<file path="config.mk">
export PLATFORM = sky130hd
export DESIGN_NAME = spinlock_bank
export DESIGN_NICKNAME = d
export VERILOG_FILES = /design/src/rtl/spinlock_pkg.sv /design/src/rtl/spinlock_decode.sv /design/src/rtl/spinlock_prio.sv /design/src/rtl/spinlock_bank.sv
export SDC_FILE = /design/constraint.sdc
export NUM_CORES = 1
export LEC_CHECK = 0
export ABC_AREA = 1
export BUFFER_PORTS_ARGS = -buffer_cell sky130_fd_sc_hd__buf_2
export CAP_MARGIN = 0
export CORE_UTILIZATION = 35
export CTS_CLUSTER_SIZE = 12
export DETAILED_ROUTE_END_ITERATION = 8
export PLACE_DENSITY = 0.66
export SYNTH_ARGS = -nofsm -noshare
export SYNTH_HDL_FRONTEND = slang
export SYNTH_SLANG_ARGS = --single-unit
</file>
<file path="constraint.sdc">
create_clock -name clk -period 2.3 [get_ports clk]
set_input_delay 0.345 -clock clk [delete_from_list [all_inputs] [get_ports clk]]
set_output_delay 0.345 -clock clk [all_outputs]
set_load 0.02 [all_outputs]
</file>
<file path="src/rtl/spinlock_pkg.sv">
package spinlock_pkg;
   localparam int unsigned STATUS_OFS = 32'h014;
   localparam int unsigned LOCK_BASE  = 32'h800;
   localparam int unsigned LOCKS_PER_UNIT = 32;

   // Size field reported in the top byte of the status word.
   function automatic logic [7:0] size_field(input int unsigned n);
      return 8'(n / LOCKS_PER_UNIT);
   endfunction

   function automatic bit legal_count(input int unsigned n);
      return (n == 32) || (n == 64) || (n == 128) || (n == 256);
   endfunction
endpackage

</file>
<file path="src/rtl/spinlock_decode.sv">
module spinlock_decode
   import spinlock_pkg::*;
#(
   parameter int unsigned AW        = 12,
   parameter int unsigned NUM_LOCKS = 32,
   localparam int unsigned IW       = $clog2(NUM_LOCKS)
) (
   input  logic [AW-1:0] addr,
   output logic          is_status,
   output logic          is_lock,
   output logic [IW-1:0] idx
);
   localparam logic [AW-1:0] BASE_A = AW'(LOCK_BASE);
   localparam logic [AW-1:0] STAT_A = AW'(STATUS_OFS);
   localparam logic [AW-1:0] LIM_A  = AW'(NUM_LOCKS);

   logic [AW-1:0] offs;
   logic [AW-1:0] word;

   always_comb begin
      offs      = addr - BASE_A;
      word      = {2'b00, offs[AW-1:2]};
      is_status = (addr == STAT_A);
      is_lock   = (addr >= BASE_A) && (offs[1:0] == 2'b00) && (word < LIM_A);
      idx       = offs[IW+1:2];
   end
endmodule

</file>
<file path="src/rtl/spinlock_prio.sv">
module spinlock_prio #(
   parameter int unsigned NUM_PORTS = 2,
   parameter bit          LOW_FIRST = 1'b1
) (
   input  logic [NUM_PORTS-1:0] req,
   output logic [NUM_PORTS-1:0] gnt
);
   generate
      if (LOW_FIRST) begin : g_low
         always_comb begin
            gnt = '0;
            for (int k = NUM_PORTS - 1; k >= 0; k--)
               if (req[k]) gnt = NUM_PORTS'(1) << k;
         end
      end else begin : g_high
         always_comb begin
            gnt = '0;
            for (int k = 0; k < NUM_PORTS; k++)
               if (req[k]) gnt = NUM_PORTS'(1) << k;
         end
      end
   endgenerate
endmodule

</file>
<file path="src/rtl/spinlock_bank.sv">
module spinlock_bank
   import spinlock_pkg::*;
#(
   parameter int unsigned NUM_LOCKS = 32,
   parameter int unsigned NUM_PORTS = 2,
   parameter int unsigned AW        = 12,
   parameter int unsigned DW        = 32
) (
   input  logic                    clk,
   input  logic                    rst,
   input  logic [NUM_PORTS-1:0]    bus_rd,
   input  logic [NUM_PORTS-1:0]    bus_wr,
   input  logic [NUM_PORTS*AW-1:0] bus_addr,
   input  logic [NUM_PORTS*DW-1:0] bus_wdata,
   output logic [NUM_PORTS*DW-1:0] bus_rdata
);
   localparam int unsigned IW = $clog2(NUM_LOCKS);
   localparam logic [7:0]  SZ = size_field(NUM_LOCKS);

   generate
      if (!legal_count(NUM_LOCKS)) begin : g_bad_count
         $error("spinlock_bank: NUM_LOCKS must be 32, 64, 128 or 256");
      end
      if (DW != 32) begin : g_bad_dw
         $error("spinlock_bank: DW must be 32");
      end
      if (NUM_PORTS < 1) begin : g_bad_ports
         $error("spinlock_bank: NUM_PORTS must be at least 1");
      end
      if ((LOCK_BASE + 4 * NUM_LOCKS) > (64'd1 << AW)) begin : g_bad_aw
         $error("spinlock_bank: AW too narrow for the lock region");
      end
   endgenerate

   logic [NUM_LOCKS-1:0] taken;
   logic [NUM_PORTS-1:0] st_hit;
   logic [NUM_PORTS-1:0] lk_hit;
   logic [IW-1:0]        lk_idx [NUM_PORTS];
   logic [NUM_PORTS-1:0] rd_req [NUM_LOCKS];
   logic [NUM_PORTS-1:0] gnt    [NUM_LOCKS];
   logic [NUM_LOCKS-1:0] rel_req;
   logic [NUM_LOCKS-1:0] taken_nxt;

   for (genvar p = 0; p < NUM_PORTS; p++) begin : g_dec
      spinlock_decode #(.AW(AW), .NUM_LOCKS(NUM_LOCKS)) u_dec (
         .addr      (bus_addr[p*AW +: AW]),
         .is_status (st_hit[p]),
         .is_lock   (lk_hit[p]),
         .idx       (lk_idx[p])
      );
   end

   always_comb begin
      for (int i = 0; i < NUM_LOCKS; i++) begin
         rel_req[i] = 1'b0;
         for (int p = 0; p < NUM_PORTS; p++) begin
            rd_req[i][p] = bus_rd[p] && lk_hit[p] && (lk_idx[p] == IW'(i));
            if (bus_wr[p] && lk_hit[p] && (lk_idx[p] == IW'(i)) &&
                (bus_wdata[p*DW +: DW] == '0))
               rel_req[i] = 1'b1;
         end
      end
   end

   for (genvar i = 0; i < NUM_LOCKS; i++) begin : g_lock
      spinlock_prio #(.NUM_PORTS(NUM_PORTS), .LOW_FIRST(1'b1)) u_arb (
         .req (rd_req[i]),
         .gnt (gnt[i])
      );
      // A read of a free lock takes it; a release only frees a held lock.
      assign taken_nxt[i] = taken[i] ? ~rel_req[i] : (|rd_req[i]);
   end

   always_ff @(posedge clk) begin
      if (rst) taken <= '0;
      else     taken <= taken_nxt;
   end

   always_comb begin
      for (int p = 0; p < NUM_PORTS; p++) begin
         bus_rdata[p*DW +: DW] = '0;
         if (bus_rd[p]) begin
            if (st_hit[p])
               bus_rdata[p*DW +: DW] = {SZ, 24'h000000};
            else if (lk_hit[p])
               bus_rdata[p*DW +: DW] =
                  {31'b0, taken[lk_idx[p]] | ~gnt[lk_idx[p]][p]};
         end
      end
   end

   logic any_lock_rd;
   assign any_lock_rd = |(bus_rd & lk_hit);

   AST_QUIET_HOLD: assert property (@(posedge clk) disable iff (rst)
      (!any_lock_rd && !(|rel_req)) |=> $stable(taken));

   for (genvar p = 0; p < NUM_PORTS; p++) begin : g_chk
      AST_TAKEN_READS_ONE: assert property (@(posedge clk) disable iff (rst)
         (bus_rd[p] && lk_hit[p] && taken[lk_idx[p]]) |->
            (bus_rdata[p*DW +: DW] == 32'd1));
      AST_GRANT_SETS: assert property (@(posedge clk) disable iff (rst)
         (bus_rd[p] && lk_hit[p] && bus_rdata[p*DW +: DW] == '0) |=>
            taken[$past(lk_idx[p])]);
      AST_STATUS_FIELD: assert property (@(posedge clk) disable iff (rst)
         (bus_rd[p] && st_hit[p]) |->
            (bus_rdata[p*DW +: 24] == '0 && bus_rdata[p*DW+28 +: 4] == '0 &&
             $countones(bus_rdata[p*DW+24 +: 4]) == 1));
      AST_MISS_ZERO: assert property (@(posedge clk) disable iff (rst)
         (bus_rd[p] && !st_hit[p] && !lk_hit[p]) |->
            (bus_rdata[p*DW +: DW] == '0));
      for (genvar q = p + 1; q < NUM_PORTS; q++) begin : g_pair
         AST_ONE_WINNER: assert property (@(posedge clk) disable iff (rst)
            !(bus_rd[p] && bus_rd[q] && lk_hit[p] && lk_hit[q] &&
              lk_idx[p] == lk_idx[q] &&
              bus_rdata[p*DW +: DW] == '0 && bus_rdata[q*DW +: DW] == '0));
      end
   end
endmodule

</file>
==> results.sh, run 1 <==
export IMPL_status="complete, but fails checks"
export IMPL_violations="negative setup slack"
export IMPL_p_int_uw=1359
export IMPL_firstDrtPassIters=6
export IMPL_period_needed_ns=2.469
export IMPL_hold_path_class="primary input to register"
export IMPL_drt_iter0_drc=588
export IMPL_synthCells=789
export IMPL_drv_slew=0
export IMPL_nets=1100
export IMPL_cts_buffers=5
export IMPL_leakage_uw=0.003096
export IMPL_grt_max_degree=30
export IMPL_syn_to_final_growth_pct=43.47
export IMPL_grt_usage=0.2669
export IMPL_netlist_area_leader_share=0.1506
export IMPL_top_register="taken"
export IMPL_worst_pin_slew_ns=0.9079
export IMPL_cp_required_ns=1.96
export IMPL_final_common_cell="nand2_1"
export IMPL_synth_warnings=0
export IMPL_largest_reg_flops=32
export IMPL_grt_pass1_vias=5647
export IMPL_worstPathArrival_ns=2.12
export IMPL_antenna_found_initial=0
export IMPL_ir_drop_uv=331.9
export IMPL_cellPowerDensity_nw_per_um2=327.1
export IMPL_p_comb_frac=0.311
export IMPL_cts_max_level=2
export IMPL_io_pins=158
export IMPL_cts_reportedPaths_clkPinSlew_ns=0.06
export IMPL_avgRoutedWirePerCell_um=14.55
export IMPL_maxCapViolCount=0
export IMPL_synth_distinct_cells=34
export IMPL_rsz0062_at_grt="true"
export IMPL_vias=6183
export IMPL_overflow=0
export IMPL_fin_crit_sh=1.074
export IMPL_crit_type="primary input to primary output"
export IMPL_report_final_setup_viol=1
export IMPL_crit_chain="buf_2 -> nand2_2 -> buf_4 -> nor2_1 -> nor2_1 -> nand2_1 -> nand2_1 -> nand2_1 -> o21ai_1 -> nor2_2 -> nand2_1 -> nor2_1 -> nand2_1 -> nand2_1 -> nor2_1 -> buf_4"
export IMPL_rr_endpoint="taken[28]"
export IMPL_hold_depth=2
export IMPL_gp_congestion=1.000
export IMPL_ant_nets=0
export IMPL_netSwitchingFraction=0.3323
export IMPL_clkLatencyLatePin_ns=0.28
export IMPL_syn_area_sq_um=4338
export IMPL_r2r_start="taken[28]"
export IMPL_port_buffers=97
export IMPL_final_setup_worst_slack_ns=-0.1693
export IMPL_die_area_sq_um=12840
export IMPL_antennaDiodeCount=0
export IMPL_max_freq_ghz=0.4050
export IMPL_synth_area_per_cell_sq_um=5.498
export IMPL_cpMostUsedCell="nand2_1"
export IMPL_r2r_cells=4
export IMPL_coreArea_sq_um=12060
export IMPL_critPathLaunchType="primary input"
export IMPL_hp_start="rst"
export IMPL_ys_seq_elements=32
export IMPL_avgViaCountPerCell=5.262
export IMPL_layout_common_cells="166 x nand2_1, 134 x buf_4, 107 x nor2_1, 95 x buf_2"
export IMPL_top_regs="taken (32)"
export IMPL_rrSetupSlack_ns=1.45
export IMPL_wl_mm=17.10
export IMPL_row_count=40
export IMPL_finalClockSkew_ns=0
export IMPL_cts_tree="built"
export IMPL_dieWidth_um=113.3
export IMPL_die_h_um=113.3
export IMPL_ys_seq_area_frac=0.1477
export IMPL_slowest_stage="nand2_2"
export IMPL_grt_pass1_wl_mm=27.28
export IMPL_switchingPower_uw=676.6
export IMPL_crit_path_end_kind="primary output"
export IMPL_synth_area_leader_cell="nand2_1"
export IMPL_drc=0
export IMPL_hold_ws_ns=0.3066
export IMPL_cpPeakStageDelay_ns=0.22
export IMPL_hold_end="taken[15]"
export IMPL_layout_drive_gt1_share=0.3158
export IMPL_crit_path_max_fanout=6
export IMPL_clockRootBuffer="clkbuf_16"
export IMPL_hold_viol_final=0
export IMPL_clock_sinks=32
export IMPL_synthTopCellsByArea="nand2_1 15%, dfxtp_1 15%, buf_4 11%"
export IMPL_power_frac_clock=0.417
export IMPL_slew_headroom=0.3910
export IMPL_cts_hold_buf=0
export IMPL_hpwl_mm=12.81
export IMPL_place_ws_ns=-0.09359
export IMPL_cts_max_path_buffers=2
export IMPL_p_seq_frac=0.272
export IMPL_start_util=0.3596
-- stage by stage --
stage	instances	power (uW)	area, sq um	utilization	TNS (ns)
finish	1175	2036	6223	0.5160	-0.1693
CTS	1174	2011	6138	0.5089	-0.01892
floorplan	848	959.4	4559	-	0
global route	1175	2109	6223	0.5160	-0.2716
detailed placement	1157	1150	5736	0.4755	-0.1706
global placement	1157	1147	5736	0.4755	-0.1776
-- synthesized netlist by cell type --
| library cell | instances |
|---|---|
| nor4_1 | 13 |
| nand4_1 | 21 |
| o21ai_1 | 3 |
| buf_6 | 2 |
| nor3b_1 | 1 |
| nor2_1 | 126 |
| o2111ai_1 | 2 |
| o221ai_1 | 3 |
| o21ai_0 | 50 |
| or2_2 | 10 |
| nor3_1 | 36 |
| dfxtp_1 | 32 |
| nor3_2 | 1 |
| buf_2 | 15 |
| buf_4 | 63 |
| conb_1 | 1 |
| nand2_2 | 4 |
| inv_1 | 64 |
| nor2_4 | 2 |
| o21bai_1 | 2 |
| nand2_1 | 174 |
| nand4_2 | 1 |
| a21oi_1 | 38 |
| o31ai_1 | 24 |
| and2_1 | 1 |
| clkinv_1 | 2 |
| o21a_1 | 1 |
| nor2_2 | 4 |
| inv_2 | 7 |
| clkbuf_1 | 6 |
| nor4_4 | 1 |
| nand3_1 | 61 |
| o22ai_1 | 16 |
| buf_1 | 2 |
-- worst max-delay path: cells and delay by family --
family,cells,cell delay (ns)
AOI/OAI and AO/OA,1,0.18
and+or+nand+nor,12,1.12
buffers and inverters,3,0.48
-- what timing repair did --
item | in CTS | in global routing
pin swaps | 10 | 9
setup buffers | 7 | 2
endpoints found under the setup margin | 2 | 2
gates resized for setup | 39 | 29
gates cloned | 2 | 0
-- power groups by stage --
stage	Combinational, uW	Clock, uW	Sequential (uW)
after floorplan	393	0	567
after global placement	580	0	567
after detailed placement	583	0	567
after CTS	604	853	555
after global routing	682	873	554
final	633	849	555
-- cell families (layout without fill, tap and decap cells) --
kind of cell / Yosys count / in the layout / synth area share
compound gates: 139 / 139 / 0.1849
buf+inv: 161 / 320 / 0.2016
flops: 32 / 32 / 0.1477
other cells: 1 / 60 / 0.0008645
simple gates: 456 / 456 / 0.4650
-- layout make-up --
cell class | count | area [sq um]
inverters | 73 | 286.5
flip-flops and latches | 32 | 640.6
well taps | 168 | 210.2
repair buffers | 239 | 1680
clock inverters | 1 | 30.03
clock buffers | 7 | 152.6
multi-input cells | 655 | 3223
fillers | 1230 | 5838
-- routing by layer --
layer  routed length, um  global-route usage
met5                   0             0.01569
met1                6932              0.3484
met3                1833             0.04767
met4                 566              0.1096
met2                7770              0.4315
-- worst max-delay path by stage --
stage	startpoint	endpoint	slack (ns)	cells after the start
finish	bus_addr[15]	bus_rdata[32]	-0.17	16
global route	bus_addr[15]	bus_rdata[32]	-0.22	16
CTS	bus_addr[22]	bus_rdata[32]	-0.02	17
detailed placement	bus_addr[0]	bus_rdata[0]	-0.09	13
global placement	bus_addr[3]	bus_rdata[32]	-0.12	17
floorplan	bus_addr[10]	bus_rdata[32]	0.23	14
Power figures use the tool's default switching activity.
==> run 2: changes to the inputs <==
- CELL_PAD_IN_SITES_DETAIL_PLACEMENT: default -> 2
- CELL_PAD_IN_SITES_GLOBAL_PLACEMENT: default -> 2
- CORE_UTILIZATION: 35 -> 24
- PLACE_DENSITY: 0.66 -> 0.87
- clock period: 2.3 -> 2.8 ns (I/O delays scaled with it)
==> results.sh, run 2 (same netlist as run 1, synthesis figures left out) <==
export IMPL_status="complete, but fails checks"
export IMPL_violations="negative setup slack"
export IMPL_hpwl_mm=17.46
export IMPL_hold_viol_final=0
export IMPL_seqCellArea_sq_um=640.6
export IMPL_worst_pin_slew_ns=0.6727
export IMPL_antenna_found_initial=1
export IMPL_leakage_uw=0.002619
export IMPL_p_comb_frac=0.322
export IMPL_syn_to_final_growth_pct=29.68
export IMPL_final_common_cell="nand2_1"
export IMPL_final_setup_worst_slack_ns=-0.1650
export IMPL_cts_reportedPaths_clkPinSlew_ns=0.06
export IMPL_grt_pass1_wl_mm=39.14
export IMPL_avgViaCountPerCell=5.686
export IMPL_cts_hold_buf=0
export IMPL_coreArea_sq_um=17480
export IMPL_layout_common_cells="166 x nand2_1, 96 x nor2_1, 94 x buf_2, 62 x inv_1, 60 x conb_1"
export IMPL_avgRoutedWirePerCell_um=23.82
export IMPL_grt_usage=0.2777
export IMPL_worstPathArrival_ns=2.54
export IMPL_hold_depth=2
export IMPL_grt_max_degree=30
export IMPL_ant_nets=0
export IMPL_grt_pass1_vias=6880
export IMPL_firstDrtPassIters=4
export IMPL_max_freq_ghz=0.3373
export IMPL_finalClockSkew_ns=0
export IMPL_dieWidth_um=136.4
export IMPL_drc=0
export IMPL_p_seq_frac=0.270
export IMPL_rr_endpoint="taken[3]"
export IMPL_nets=1010
export IMPL_largest_reg_flops=32
export IMPL_maxCapViolCount=0
export IMPL_dp_cells=1125
export IMPL_top_register="taken"
export IMPL_cts_max_path_buffers=2
export IMPL_rsz0062_at_grt="true"
export IMPL_gp_congestion=0.9387
export IMPL_crit_chain="buf_2 -> inv_1 -> nand2_1 -> nor2_4 -> nand3_4 -> buf_12 -> nor2_1 -> nand2_1 -> nand2_1 -> nand2_1 -> nor2_1 -> nor2_1 -> nor2_1 -> nand2_1 -> nor2_2 -> nor2_1 -> buf_2"
export IMPL_nFillCells=2186
export IMPL_wl_mm=27.26
export IMPL_crit_start="bus_addr[21]"
export IMPL_rrSetupSlack_ns=1.80
export IMPL_hp_start="rst"
export IMPL_crit_path_max_fanout=8
export IMPL_cp_required_ns=2.38
export IMPL_row_count=48
export IMPL_crit_path_end_kind="primary output"
export IMPL_cpPeakStageDelay_ns=0.24
export IMPL_report_final_setup_viol=1
export IMPL_io_pins=158
export IMPL_clockRootBuffer="clkbuf_16"
export IMPL_cellPowerDensity_nw_per_um2=299.8
export IMPL_hold_path_class="primary input to register"
export IMPL_layout_drive_gt1_share=0.2574
export IMPL_finalNonFillerCells=1144
export IMPL_r2r_start="taken[3]"
export IMPL_hold_ws_ns=0.3720
export IMPL_fin_crit_sh=1.059
export IMPL_die_h_um=136.4
export IMPL_switchingPower_uw=651.7
export IMPL_overflow=0
export IMPL_port_buffers=97
export IMPL_critPathLaunchType="primary input"
export IMPL_hold_end="taken[22]"
export IMPL_cts_max_level=2
export IMPL_cpLargestDelayFamily="simple AND/OR/NAND/NOR gates"
export IMPL_ir_drop_uv=192.8
export IMPL_finalPower_uw=1687
export IMPL_slowest_stage="nor2_1"
export IMPL_slew_headroom=0.5481
export IMPL_r2r_cells=2
export IMPL_multi_input_area_sq_um=3268
export IMPL_cts_buffers=5
export IMPL_die_area_sq_um=18620
export IMPL_netSwitchingFraction=0.3863
export IMPL_crit_type="primary input to primary output"
export IMPL_top_regs="taken (32)"
export IMPL_vias=6505
export IMPL_start_util=0.2482
export IMPL_drt_iter0_drc=504
export IMPL_drv_slew=0
export IMPL_p_int_uw=1035
export IMPL_power_frac_clock=0.408
export IMPL_clock_sinks=32
export IMPL_cp_buffers_inverters=4
export IMPL_period_needed_ns=2.965
export IMPL_clkLatencyLatePin_ns=0.30
export IMPL_cts_tree="built"
run 2: changes by cell type in the layout (fill, tap and decap cells not counted), sizes merged:
cell,before,now
buf,239,144
clkbuf,7,11
clkinv,2,3
clkinvlp,0,1
diode,0,2
inv,71,70
run 2: power by group through the flow:
stage,clock network [uW],logic (uW),registers [uW]
6_report,688,543,455
5_1_grt,695,573,455
4_1_cts,679,489,455
3_5_place_dp,0,462,466
3_3_place_gp,0,444,466
2_1_floorplan,0,322,466
run 2: what timing repair did:
item / 4_1_cts / 5_1_grt
hold endpoints to repair: 0 / 0
setup endpoints to repair: 2 / 2
cloned: 1 / 2
buffers inserted: 1 / 5
gates resized for setup: 15 / 62
pin swaps: 1 / 5
run 2: final cells by class:
cell class	count	share of cell area
repair buffers	149	0.1735
clock buffers	6	0.02291
diodes	2	0.0008897
multi-input cells	655	0.5810
flip-flops and latches	32	0.1139
well taps	225	0.05004
clock inverters	2	0.006228
inverters	73	0.05160
run 2: worst max path at each step:
stage / endpoint / depth (start not counted)
2_1_floorplan: bus_rdata[32] / 14
6_report: bus_rdata[32] / 17
5_1_grt: bus_rdata[32] / 17
4_1_cts: bus_rdata[32] / 16
3_5_place_dp: bus_rdata[32] / 16
3_3_place_gp: bus_rdata[0] / 13
run 2: metrics by stage:
stage	cell area [sq um]	TNS, ns	setup slack, ns	util
6_report	5625	-0.1650	-0.1650	0.3219
5_1_grt	5625	-0.3005	-0.2595	0.3219
4_1_cts	5335	0	0.007099	0.3053
3_5_place_dp	5076	-0.01331	-0.01331	0.2905
3_3_place_gp	5076	0	0.1043	0.2905
2_1_floorplan	4559	0	0.5757	-
run 2: per-layer routing:
| layer | GRT usage | vias to the layer above | wire length [um] | part of all wire |
|---|---|---|---|---|
| li1 | - | 2784 | - | - |
| met1 | 0.3210 | 3232 | 10520 | 0.39 |
| met2 | 0.4876 | 380 | 13310 | 0.49 |
| met4 | 0.1389 | 0 | 1342 | 0.049 |
| met5 | 0 | - | 0 | 0 |
| met3 | 0.04959 | 109 | 2093 | 0.077 |
==> run 3: changes to the inputs <==
- RECOVER_POWER: default -> 25
==> results.sh, run 3 (same netlist as run 1, synthesis figures left out) <==
export IMPL_status="complete, but fails checks"
export IMPL_violations="negative setup slack"
export IMPL_largest_reg_flops=32
export IMPL_die_h_um=136.4
export IMPL_ant_nets=0
export IMPL_layout_drive_gt1_share=0.2563
export IMPL_r2r_cells=2
export IMPL_final_util=0.3215
export IMPL_cellPowerDensity_nw_per_um2=300.0
export IMPL_leakage_uw=0.002615
export IMPL_die_area_sq_um=18620
export IMPL_port_buffers=97
export IMPL_cp_required_ns=2.38
export IMPL_cts_hold_buf=0
export IMPL_crit_path_end_kind="primary output"
export IMPL_avgRoutedWirePerCell_um=23.86
export IMPL_hpwl_mm=17.46
export IMPL_cts_buffers=5
export IMPL_nFillCells=2187
export IMPL_wl_mm=27.29
export IMPL_hold_viol_final=0
export IMPL_crit_type="primary input to primary output"
export IMPL_vias=6499
export IMPL_rr_endpoint="taken[3]"
export IMPL_fin_crit_sh=1.065
export IMPL_cts_max_path_buffers=2
export IMPL_dp_cells=1125
export IMPL_cts_reportedPaths_clkPinSlew_ns=0.06
export IMPL_grt_usage=0.2777
export IMPL_r2r_start="taken[3]"
export IMPL_crit_path_max_fanout=8
export IMPL_rsz0062_at_grt="true"
export IMPL_coreArea_sq_um=17480
export IMPL_hold_path_class="primary input to register"
export IMPL_row_count=48
export IMPL_maxCapViolCount=0
export IMPL_grt_pass1_wl_mm=39.14
export IMPL_dieWidth_um=136.4
export IMPL_final_common_cell="nand2_1"
export IMPL_ir_drop_uv=192.0
export IMPL_slew_headroom=0.5186
export IMPL_avgViaCountPerCell=5.681
export IMPL_top_register="taken"
export IMPL_syn_to_final_growth_pct=29.54
export IMPL_final_setup_worst_slack_ns=-0.1821
export IMPL_seqCellArea_sq_um=640.6
export IMPL_grt_pass1_vias=6880
export IMPL_overflow=0
export IMPL_gp_congestion=0.9387
export IMPL_worstPathArrival_ns=2.56
export IMPL_hp_start="rst"
export IMPL_finalClockSkew_ns=0
export IMPL_layout_common_cells="166 x nand2_1, 96 x nor2_1, 94 x buf_2, 62 x inv_1, 60 x conb_1"
export IMPL_worst_pin_slew_ns=0.7165
export IMPL_firstDrtPassIters=4
export IMPL_max_freq_ghz=0.3353
export IMPL_cts_tree="built"
export IMPL_multi_input_area_sq_um=3268
export IMPL_io_pins=158
export IMPL_report_final_setup_viol=1
export IMPL_start_util=0.2482
export IMPL_period_needed_ns=2.982
export IMPL_drt_iter0_drc=552
export IMPL_critPathLaunchType="primary input"
export IMPL_drc=0
export IMPL_antenna_found_initial=1
export IMPL_clock_sinks=32
export IMPL_grt_max_degree=30
export IMPL_hold_ws_ns=0.3721
export IMPL_nets=1010
export IMPL_hold_depth=2
export IMPL_clockRootBuffer="clkbuf_16"
export IMPL_finalNonFillerCells=1144
export IMPL_hold_end="taken[22]"
export IMPL_drv_slew=0
export IMPL_top_regs="taken (32)"
export IMPL_rrSetupSlack_ns=1.80
export IMPL_cts_max_level=2
export IMPL_clkLatencyLatePin_ns=0.30
==> run 3: cell count changes in the layout (fill, tap and decap cells not counted) <==
cell | before | now
buf_4 | 46 | 44
clkbuf_1 | 1 | 2
clkbuf_2 | 0 | 1
==> run 3: timing repair <==
item | CTS | global route
pin swaps | 1 | 5
gates resized for setup | 15 | 62
gates cloned | 1 | 2
setup buffers | 1 | 5
setup endpoints to repair | 2 | 2
==> run 3: where the power goes <==
group / internal, uW / switching [uW]
sequential: 455 / 0.263
combinational: 159 / 384
clock: 420 / 267
total: 1030 / 651
==> run 3: per-stage QoR <==
stage | setup WS (ns) | setup TNS [ns] | power, uW | area [sq um]
6_report | -0.1821 | -0.1821 | 1686 | 5619
2_1_floorplan | 0.5757 | 0 | 788.1 | 4559
3_5_place_dp | -0.01331 | -0.01331 | 928.2 | 5076
4_1_cts | 0.007099 | 0 | 1623 | 5335
5_1_grt | -0.2595 | -0.3005 | 1722 | 5619
3_3_place_gp | 0.1043 | 0 | 910.0 | 5076
==> run 3: worst max path at each step <==
stage | from | endpoint | slack (ns)
after floorplan | bus_addr[10] | bus_rdata[32] | 0.58
after global placement | bus_addr[3] | bus_rdata[0] | 0.10
after detailed placement | bus_addr[17] | bus_rdata[32] | -0.01
after CTS | bus_addr[15] | bus_rdata[32] | 0.007
after global routing | bus_addr[19] | bus_rdata[32] | -0.26
final | bus_addr[21] | bus_rdata[32] | -0.18
==> run 3: metal layers <==
| metal | part of all wire | up-vias | global-route usage | routed length (um) |
|---|---|---|---|---|
| li1 | - | 2785 | - | - |
| met1 | 0.39 | 3220 | 0.3210 | 10610 |
| met2 | 0.49 | 374 | 0.4876 | 13290 |
| met3 | 0.073 | 120 | 0.04959 | 1995 |
| met4 | 0.051 | 0 | 0.1389 | 1391 |
| met5 | 0 | - | 0 | 0 |
==> run 3: critical path, stage by stage <==
cell and delay (ns):
buf_2 0.10, inv_1 0.05, nand2_1 0.08, nor2_4 0.18, nand3_4 0.17, buf_12 0.20
nor2_1 0.15, nand2_1 0.08, nand2_1 0.06, nand2_1 0.14, nor2_1 0.24, nor2_1 0.12
nor2_1 0.11, nand2_1 0.10, nor2_2 0.11, nor2_1 0.07, buf_2 0.16
==> run 3: cell type report <==
class                   instances  area share
inverters                      73     0.05166
diodes                          2   0.0008907
clock inverters                 2    0.006235
clock buffers                   6     0.02293
flip-flops and latches         32      0.1140
repair buffers                149      0.1726
well taps                     225     0.05010
multi-input cells             655      0.5816
